$ cat config.mk
export PLATFORM = sky130hd
export DESIGN_NAME = i2s_tx_serializer
export DESIGN_NICKNAME = d
export VERILOG_FILES = /design/src/rtl/i2s_tx_pkg.sv /design/src/rtl/i2s_bclk_div.sv /design/src/rtl/i2s_frame_seq.sv /design/src/rtl/i2s_tx_serializer.sv
export SDC_FILE = /design/constraint.sdc
export NUM_CORES = 1
export LEC_CHECK = 0
export BUFFER_PORTS_ARGS = -buffer_cell sky130_fd_sc_hd__buf_2
export CAP_MARGIN = 5
export CORE_MARGIN = 8
export CORE_UTILIZATION = 48
export CTS_BUF_LIST = sky130_fd_sc_hd__clkbuf_8
export CTS_CLUSTER_DIAMETER = 200
export CTS_CLUSTER_SIZE = 28
export DETAILED_ROUTE_END_ITERATION = 8
export GPL_TIMING_DRIVEN = 0
export PLACE_DENSITY_LB_ADDON = 0.12
export SETUP_SLACK_MARGIN = 0.5
export SYNTH_ARGS = -nofsm -noshare
export SYNTH_HDL_FRONTEND = slang
export SYNTH_SLANG_ARGS = --single-unit
$ cat constraint.sdc
create_clock -name clk -period 4.7 [get_ports clk]
set_clock_uncertainty 0.15 [all_clocks]
set_input_delay 0.94 -clock clk [delete_from_list [all_inputs] [get_ports clk]]
set_output_delay 0.94 -clock clk [all_outputs]
set_load 0.02 [all_outputs]
$ cat src/rtl/i2s_tx_pkg.sv
`timescale 1ns/1ps
package i2s_tx_pkg;
    // Sequencer operating mode
    typedef enum logic {
        MODE_IDLE = 1'b0,
        MODE_RUN  = 1'b1
    } tx_mode_e;

    // Shortest slot that keeps the word-select lead of one bit meaningful
    localparam int MIN_SLOT_BITS = 2;
endpackage

$ cat src/rtl/i2s_bclk_div.sv
`timescale 1ns/1ps
module i2s_bclk_div #(
    parameter int HALF_W = 9
) (
    input  logic              clk,
    input  logic              rst_n,
    input  logic              run,
    input  logic [HALF_W-1:0] half,
    output logic              sck,
    output logic              fall_evt
);
    typedef struct packed {
        logic [HALF_W-1:0] cnt;
        logic              sck;
    } div_state_t;

    div_state_t q, d;
    logic       wrap;

    always_comb begin
        d    = q;
        wrap = (q.cnt == half - HALF_W'(1));
        if (!run) begin
            d.cnt = '0;
            d.sck = 1'b0;
        end else if (wrap) begin
            d.cnt = '0;
            d.sck = ~q.sck;
        end else begin
            d.cnt = q.cnt + HALF_W'(1);
        end
        fall_evt = run && q.sck && wrap;
    end

    always_ff @(posedge clk or negedge rst_n) begin
        if (!rst_n) q <= '0;
        else        q <= d;
    end

    assign sck = q.sck;
endmodule

$ cat src/rtl/i2s_frame_seq.sv
`timescale 1ns/1ps
module i2s_frame_seq
    import i2s_tx_pkg::*;
#(
    parameter int WORD_W  = 32,
    parameter int RATIO_W = 8,
    parameter int RES_W   = 6
) (
    input  logic                 clk,
    input  logic                 rst_n,
    input  logic                 tx_en,
    input  logic [RATIO_W-1:0]   ratio,
    input  logic [RES_W-1:0]     resolution,
    input  logic                 fifo_empty,
    input  logic [WORD_W-1:0]    fifo_data,
    input  logic                 fall_evt,
    output logic                 fifo_rd_en,
    output logic                 run,
    output logic [RATIO_W:0]     half,
    output logic                 ws,
    output logic                 sd
);
    localparam int POS_W  = $clog2(2 * WORD_W);
    localparam int IDX_W  = $clog2(WORD_W);
    localparam int WID_W  = $clog2(WORD_W + 1);
    localparam int HALF_W = RATIO_W + 1;
    localparam int CW     = POS_W + 2;

    typedef struct packed {
        tx_mode_e            mode;
        logic                zero_frame;
        logic [WID_W-1:0]    width;
        logic [HALF_W-1:0]   half;
        logic [POS_W-1:0]    pos;
        logic [IDX_W-1:0]    idx;
        logic [WORD_W-1:0]   word;
        logic                ws;
        logic                sd;
    } seq_state_t;

    seq_state_t q, d;

    logic [WID_W-1:0]  w_new;
    logic [HALF_W-1:0] half_new;
    logic [CW-1:0]     flen;
    logic [CW-1:0]     np;
    logic              take;

    function automatic logic [WID_W-1:0] clamp_width(input logic [RES_W-1:0] r);
        if (int'(r) < MIN_SLOT_BITS) return WID_W'(MIN_SLOT_BITS);
        else if (int'(r) > WORD_W)   return WID_W'(WORD_W);
        else                         return WID_W'(r);
    endfunction

    always_comb begin
        d        = q;
        take     = 1'b0;
        w_new    = clamp_width(resolution);
        half_new = HALF_W'(ratio) + HALF_W'(2);
        flen     = CW'(q.width) + CW'(q.width);
        np       = CW'(q.pos) + CW'(1);
        case (q.mode)
            MODE_IDLE: begin
                d.ws = 1'b0;
                d.sd = 1'b0;
                if (tx_en) begin
                    d.mode       = MODE_RUN;
                    d.zero_frame = 1'b1;
                    d.width      = w_new;
                    d.half       = half_new;
                    d.pos        = '0;
                    d.idx        = IDX_W'(w_new - WID_W'(1));
                    d.word       = '0;
                end
            end
            default: begin
                if (fall_evt) begin
                    if (np == flen) begin
                        // frame boundary
                        if (!tx_en) begin
                            d.mode = MODE_IDLE;
                            d.pos  = '0;
                            d.ws   = 1'b0;
                            d.sd   = 1'b0;
                        end else begin
                            take         = !fifo_empty;
                            d.zero_frame = 1'b0;
                            d.width      = w_new;
                            d.half       = half_new;
                            d.pos        = '0;
                            d.idx        = IDX_W'(w_new - WID_W'(1));
                            d.word       = take ? fifo_data : '0;
                            d.sd         = d.word[d.idx];
                            d.ws         = 1'b0;
                        end
                    end else begin
                        d.pos = POS_W'(np);
                        if (np == CW'(q.width)) begin
                            // right slot starts
                            take   = !fifo_empty && !q.zero_frame;
                            d.idx  = IDX_W'(q.width - WID_W'(1));
                            d.word = take ? fifo_data : '0;
                        end else begin
                            d.idx = q.idx - IDX_W'(1);
                        end
                        d.sd = d.word[d.idx];
                        d.ws = ((np + CW'(1)) >= CW'(q.width)) && ((np + CW'(1)) < flen);
                    end
                end
            end
        endcase
        fifo_rd_en = take;
    end

    always_ff @(posedge clk or negedge rst_n) begin
        if (!rst_n) q <= '0;
        else        q <= d;
    end

    assign run  = (q.mode == MODE_RUN);
    assign half = q.half;
    assign ws   = q.ws;
    assign sd   = q.sd;
endmodule

$ cat src/rtl/i2s_tx_serializer.sv
`timescale 1ns/1ps
module i2s_tx_serializer #(
    parameter int WORD_W  = 32,
    parameter int RATIO_W = 8,
    parameter int RES_W   = 6
) (
    input  logic               clk,
    input  logic               rst_n,
    input  logic               tx_en,
    input  logic [RATIO_W-1:0] ratio,
    input  logic [RES_W-1:0]   resolution,
    input  logic               fifo_empty,
    input  logic [WORD_W-1:0]  fifo_data,
    output logic               fifo_rd_en,
    output logic               bit_clk,
    output logic               word_sel,
    output logic               ser_data
);
    localparam int HALF_W = RATIO_W + 1;

    logic              run;
    logic              fall_evt;
    logic [HALF_W-1:0] half;

    i2s_bclk_div #(.HALF_W(HALF_W)) u_div (
        .clk      (clk),
        .rst_n    (rst_n),
        .run      (run),
        .half     (half),
        .sck      (bit_clk),
        .fall_evt (fall_evt)
    );

    i2s_frame_seq #(
        .WORD_W  (WORD_W),
        .RATIO_W (RATIO_W),
        .RES_W   (RES_W)
    ) u_seq (
        .clk        (clk),
        .rst_n      (rst_n),
        .tx_en      (tx_en),
        .ratio      (ratio),
        .resolution (resolution),
        .fifo_empty (fifo_empty),
        .fifo_data  (fifo_data),
        .fall_evt   (fall_evt),
        .fifo_rd_en (fifo_rd_en),
        .run        (run),
        .half       (half),
        .ws         (word_sel),
        .sd         (ser_data)
    );
endmodule

## After elaboration in Yosys (flattened, before gate mapping)

Cells that the tools add are included.

- Output and inout bits: 4
- Input port bits: 50
- Register bits: 72
- Logic and storage cells: 77

- $lt $le $gt $ge: 6
- Reduce and logical (&&, ||, !) cells: 10
- Eq/ne operators: 7
- $add $sub $neg: 9
- Mux-type cells: 33
- Bitwise operators: 1

Operators with widths:

| operator | number |
|---|---|
| 32-bit two-way mux | 6 |
| 62-bit two-way mux | 2 |
| 60-bit two-way mux | 1 |
| 45-bit two-way mux | 1 |
| 37-bit two-way mux | 1 |
| 5-bit two-way mux | 4 |
| 17-bit two-way mux | 1 |
| 16-bit two-way mux | 1 |
| 5-bit by 1-bit subtractor with 5-bit output (second input constant) | 3 |
| 5-bit by 6-bit < comparator with 1-bit output (second input constant) | 2 |
| 6-bit two-way mux | 2 |
| 1-bit binary-select mux with 5-bit select | 2 |
| 1-bit two-way mux | 10 |
| 10-bit two-way mux | 1 |
| 8-bit by 2-bit adder with 9-bit output (second input constant) | 1 |
| 9-bit by 1-bit adder with 9-bit output (second input constant) | 1 |
| 9-bit == test | 1 |
| 9-bit two-way mux | 1 |
| 9-bit by 1-bit subtractor with 9-bit output (second input constant) | 1 |
| 8-bit by 1-bit adder with 8-bit output (second input constant) | 1 |
| 8-bit == test | 1 |
| 8-bit by 6-bit >= comparator with 1-bit output | 1 |
| 8-bit < comparator | 1 |
| 6-bit by 1-bit adder with 7-bit output (second input constant) | 1 |
| other kinds (13) | 19 |

## Logic depth before layout (Yosys ltp)

- Depth after elaboration: 12
- Depth in mapped cells: 13

## Cells and area by module

Synthesis repeated with hierarchy kept, for this count alone.

- Cell total of the unflattened synthesis: 554
- Area, all modules: 5,235.0 sq um

Modules (own cells, without submodules):

| module | seq. area each (sq um) | cells each | area an instance (sq um) | instances |
|---|---|---|---|---|
| i2s_frame_seq | 1,551.5 | 465 | 4,465.5 | 1 |
| i2s_bclk_div | 250.2 | 89 | 769.5 | 1 |

## Least setup slack after synthesis

OpenSTA, ideal clock, no wires.

- Kind: reg2out
- From: register u_seq.q (netlist bit u_seq.half[0])
- To: output fifo_rd_en
- Arrival: 2,713 ps
- Path buffers: 1
- Stages on the path, launching flop included: 12
- Path slack: 897 ps
- Path through: dfrtp_1 inv_1 ha_1 xor2_1 o211ai_1 a211oi_1 nand3_1 nor4b_4 nand3_2 or3_4 a21oi_4 buf_6

- Word-level cells in the longest chain between the ends: 5

RTL lines:

| item | line | source |
|---|---|---|
| start: declaration | i2s_frame_seq.sv:41 | `seq_state_t q, d;` |
| start signal: assignment | i2s_frame_seq.sv:116 | `if (!rst_n) q <= '0;` |
| start signal: assignment | i2s_frame_seq.sv:117 | `else q <= d;` |
| 9-bit by 1-bit subtractor with 9-bit output | i2s_bclk_div.sv:22 | `wrap = (q.cnt == half - HALF_W'(1));` |
| 9-bit == test | i2s_bclk_div.sv:22 |  |
| 1-bit logical AND | i2s_bclk_div.sv:32 | `fall_evt = run && q.sck && wrap;` |
| 1-bit two-way mux | i2s_frame_seq.sv:77 | `if (fall_evt) begin` |
| 1-bit two-way mux | i2s_frame_seq.sv:62 | `case (q.mode)` |
| end: declaration | i2s_tx_serializer.sv:14 | `output logic fifo_rd_en,` |

Every way passes these cells.

## Final worst setup path

- From: register u_seq.q (netlist bit u_seq.half[1])
- To: output fifo_rd_en

The elaborated chain is that of the path after synthesis.

==> results.md <==
* RSZ-0062 raised after global routing: yes
* R2r endpoint: u_seq.q[24]
* Clock power frac at 0.196
* Netlist cell types at roughly 70
* Pint at between 1.5 and 2 mW
* Non-Filler Instances at 725
* Power share of the sequential group at 0.309
* DR vias/cell at 6.02
* Post-Place Cells at 696
* Mapped Nets at 573
* Comb pwr share at 0.494
* IO Count at 54
* Post-Synth XOR/XNOR Area at 0.0916
* Largest net degree at the start of global routing at 61
* Area of the die at around 14,000 µm²
* Sw Pwr at 1.12 mW
* Core region area at 10,300 µm²
* Clk_lat worst skew at approximately 0.36 ns
* Worst slew margin at 0.408
* Setup TNS at 0 ns
* Initial antenna violation count at 0
* Tot GR Track Use at 0.200
* Worst-margin pin slew at 0.885 ns
* Post-synthesis compound-gate area fraction at 0.180
* Wirelength per Cell at 18.9 µm
* Chip width at 118 µm
* Sequential area share after synthesis at 0.357
* Data required, critical path at 3.61 ns
* Top_reg_cell synth: dfrtp_1
* Worst hold path type: primary input to asynchronous set/reset pin
* Critical path type: flip-flop to primary output
* Worst Path Max Fanout at 4
* Avg Cell Area, Syn at 9.96 µm²
* Hold_buf cts at 0
* Root buffer cell: clkbuf_8
* Layout cell share with drive strength beyond 1 at 0.222
* Fraction of power spent switching nets at 0.385
* Main combinational cell family by area after synthesis: compound AO/OA/AOI/OAI gates
* Period minus WS final at 4.11 ns
* Peak VDD IR at 0.281 mV
* Reg2Reg Launch Point: u_seq.q[42]
* Final WL at around 14,000 µm
* R2R cell count at 13
* Sink Count at 72
* Reg2reg setup slack at roughly 1.1 ns
* 1st-iter DRT viols at just under 300
* Max-slew violation count at 0
* Most common cell after layout, fill and taps aside: dfrtp_1
* Layout fillers at 946
* Port Buffers at 53
* Critical Path Start Type: flip-flop
* Initial core utilization at 0.491
* First-pass GRT wire length at 22,800 µm
* Clock tree buffer depth at 2
* Most used routing layer: met2
* Critical Path AT at 3.02 ns
* Row count at 37
* Drc violations at 0
* GR Overflow Total at 0
* Adder-cell share of the synthesized area at 0.0422
* Mapped Area at 5040 µm²
* Max Cap Violations at 0
* Vias at 4,362
* Area Growth Syn to Fin at 16.5%
* Synth Area in Simple Gates at 0.150
* Vias in the first global route at 4,381
* Die H at 118 µm
* Ys async rst share at 1.00
* Met1 usage at 0.278
* PD cells at 495 nW/µm²
* CP endpoint kind: primary output
* Mux cell area share after synthesis at 0.135
* Final setup viols at 0
* Detail Route Antenna Nets at 0
* RD Place Congestion at a little under 0.9
* Lkg Pwr at 2.67 nW
* Post-synth EDFFs at 0
* Met3 Track Usage GR at 0.0562
* CTS buffer count at 9
* Antenna cells at 0
* Max Fclk at around 240 MHz
* Mapped Cells at between 500 and 600
* Fin nets at approximately 650
* Most frequent cells in the layout: dfrtp_1, buf_2, nor2_1, nand2_1, a22o_1
* Final worst-path cycle share at 0.875
* GRT met2 Usage at 0.302
* Hold Vio Cnt, Final at 0
* Hpwl dp at 10,300 µm
* Synthesized flop and latch total at 72
* CTS clock-pin slew for the worst setup and hold paths at 0.08 ns
* Status: completed
* H-tree Lvls at 3
* Number of synthesis warnings at 0
* Drt pass-1 iters at 7
* CTS tree: built
==> flip-flops by register name (all words and copies together), names as in the netlist <==
name / cells
u_seq.sd: 1
u_seq.q: 50
u_div.q: 9
u_seq.run: 1
u_seq.ws: 1
u_div.sck: 1
u_seq.half: 9
==> metal layers <==
layer | share of wire | wire, µm
met1 | 0.45 | 6210
met2 | 0.45 | 6180
met3 | 0.081 | 1110
met4 | 0.014 | 186
met5 | 0 | 0
==> final cells by class <==
class / count / area [µm²] / share of cell area
plain buffers: 32 / 146 / 0.0249
inverters: 21 / 78.8 / 0.0134
clock buffers: 11 / 151 / 0.0258
repair buffers: 67 / 395 / 0.0673
multi-input cells: 381 / 3050 / 0.519
well taps: 136 / 170 / 0.0290
flip-flops and latches: 72 / 1800 / 0.307
clock inverters: 5 / 78.8 / 0.0134
==> synth_stat cells (all sizes together), types with 2 or more instances <==
master  number  area, µm²
nand3       22        115
inv         21       78.8
a211o        2       17.5
dfrtp       72       1800
xnor2       26        228
buf          8       55.1
xnor3        3       67.6
mux2i       16        160
a31oi        7       43.8
nor3         8       45.0
or3          3       23.8
o31ai        4       30.0
nand3b       2       15.0
o21ai       32        160
xor2        19        166
a21o         6       45.0
and4b        2       20.0
nand2       34        128
nor2b        3       26.3
a22o        31        272
o221ai       2       17.5
clkbuf      24       90.1
nor3b        5       37.5
mux2        10        113
nor4b        2       32.5
or4b         2       20.0
nand2b       4       25.0
a22oi        2       15.0
o211ai       4       30.0
or4          3       22.5
and3         5       31.3
a21oi       16       91.3
mux4        18        405
or2          2       12.5
ha          17        213
a211oi       4       30.0
nor4         6       37.5
nor2        38        145
nand4        2       12.5
o21a         3       22.5
==> logic make-up (layout without fill, tap and decap cells) <==
group / after synthesis / after routing
adders and majority gates: 17 / 17
DFF: 72 / 72
muxes: 44 / 44
buffers and inverters: 53 / 136
xor gates and xnor gates: 48 / 48
and+or+nand+nor: 144 / 144
AOI/OAI and AO/OA: 128 / 128
==> per-stage QoR <==
| step | setup WS (ns) | area, µm² | hold slack [ns] | utilization | power (mW) |
|---|---|---|---|---|---|
| CTS | 0.541 | 5840 | 0.275 | 0.568 | 2.89 |
| global route | 0.387 | 5870 | 0.268 | 0.571 | 3.13 |
| detailed placement | 0.213 | 5510 | 0.332 | 0.536 | 2.29 |
| global placement | 0.252 | 5480 | 0.331 | 0.533 | 2.25 |
| floorplan | 0.897 | 5040 | 0.310 | - | 1.94 |
| finish | 0.589 | 5870 | 0.277 | 0.571 | 2.91 |
==> worst max-delay path, stage by stage (launching register included) <==
cell and delay (ns):
dfrtp_1 0.43, inv_1 0.07, ha_1 0.28, xor2_1 0.15, o211ai_1 0.11, a211oi_2 0.20
nand3_2 0.15, nor4b_4 0.36, nand3_2 0.12, or3_4 0.37, a21oi_4 0.17, buf_6 0.12
buf_4 0.13
==> what timing repair did <==
item                       in CTS  in global routing
gates resized for setup         5                  6
pin swaps                       6                  3
cloned                          0                  0
setup endpoints to repair       1                  2
setup buffers                  10                  3
==> power groups by stage <==
stage	Clock [mW]	Sequential, mW	Combinational (mW)
after floorplan	0	0.884	1.06
after global placement	0	0.901	1.35
after detailed placement	0	0.907	1.38
after CTS	0.579	0.896	1.42
after global routing	0.609	0.917	1.60
final	0.571	0.900	1.44
==> how the worst max path moves through the flow <==
stage,from,endpoint
global route,u_seq.q[41],fifo_rd_en
floorplan,u_seq.half[0],fifo_rd_en
global placement,resolution[3],u_seq.sd
finish,u_seq.half[1],fifo_rd_en
detailed placement,resolution[3],u_seq.sd
CTS,u_seq.half[0],fifo_rd_en
No activity file was read; power rests on OpenSTA's default activity.
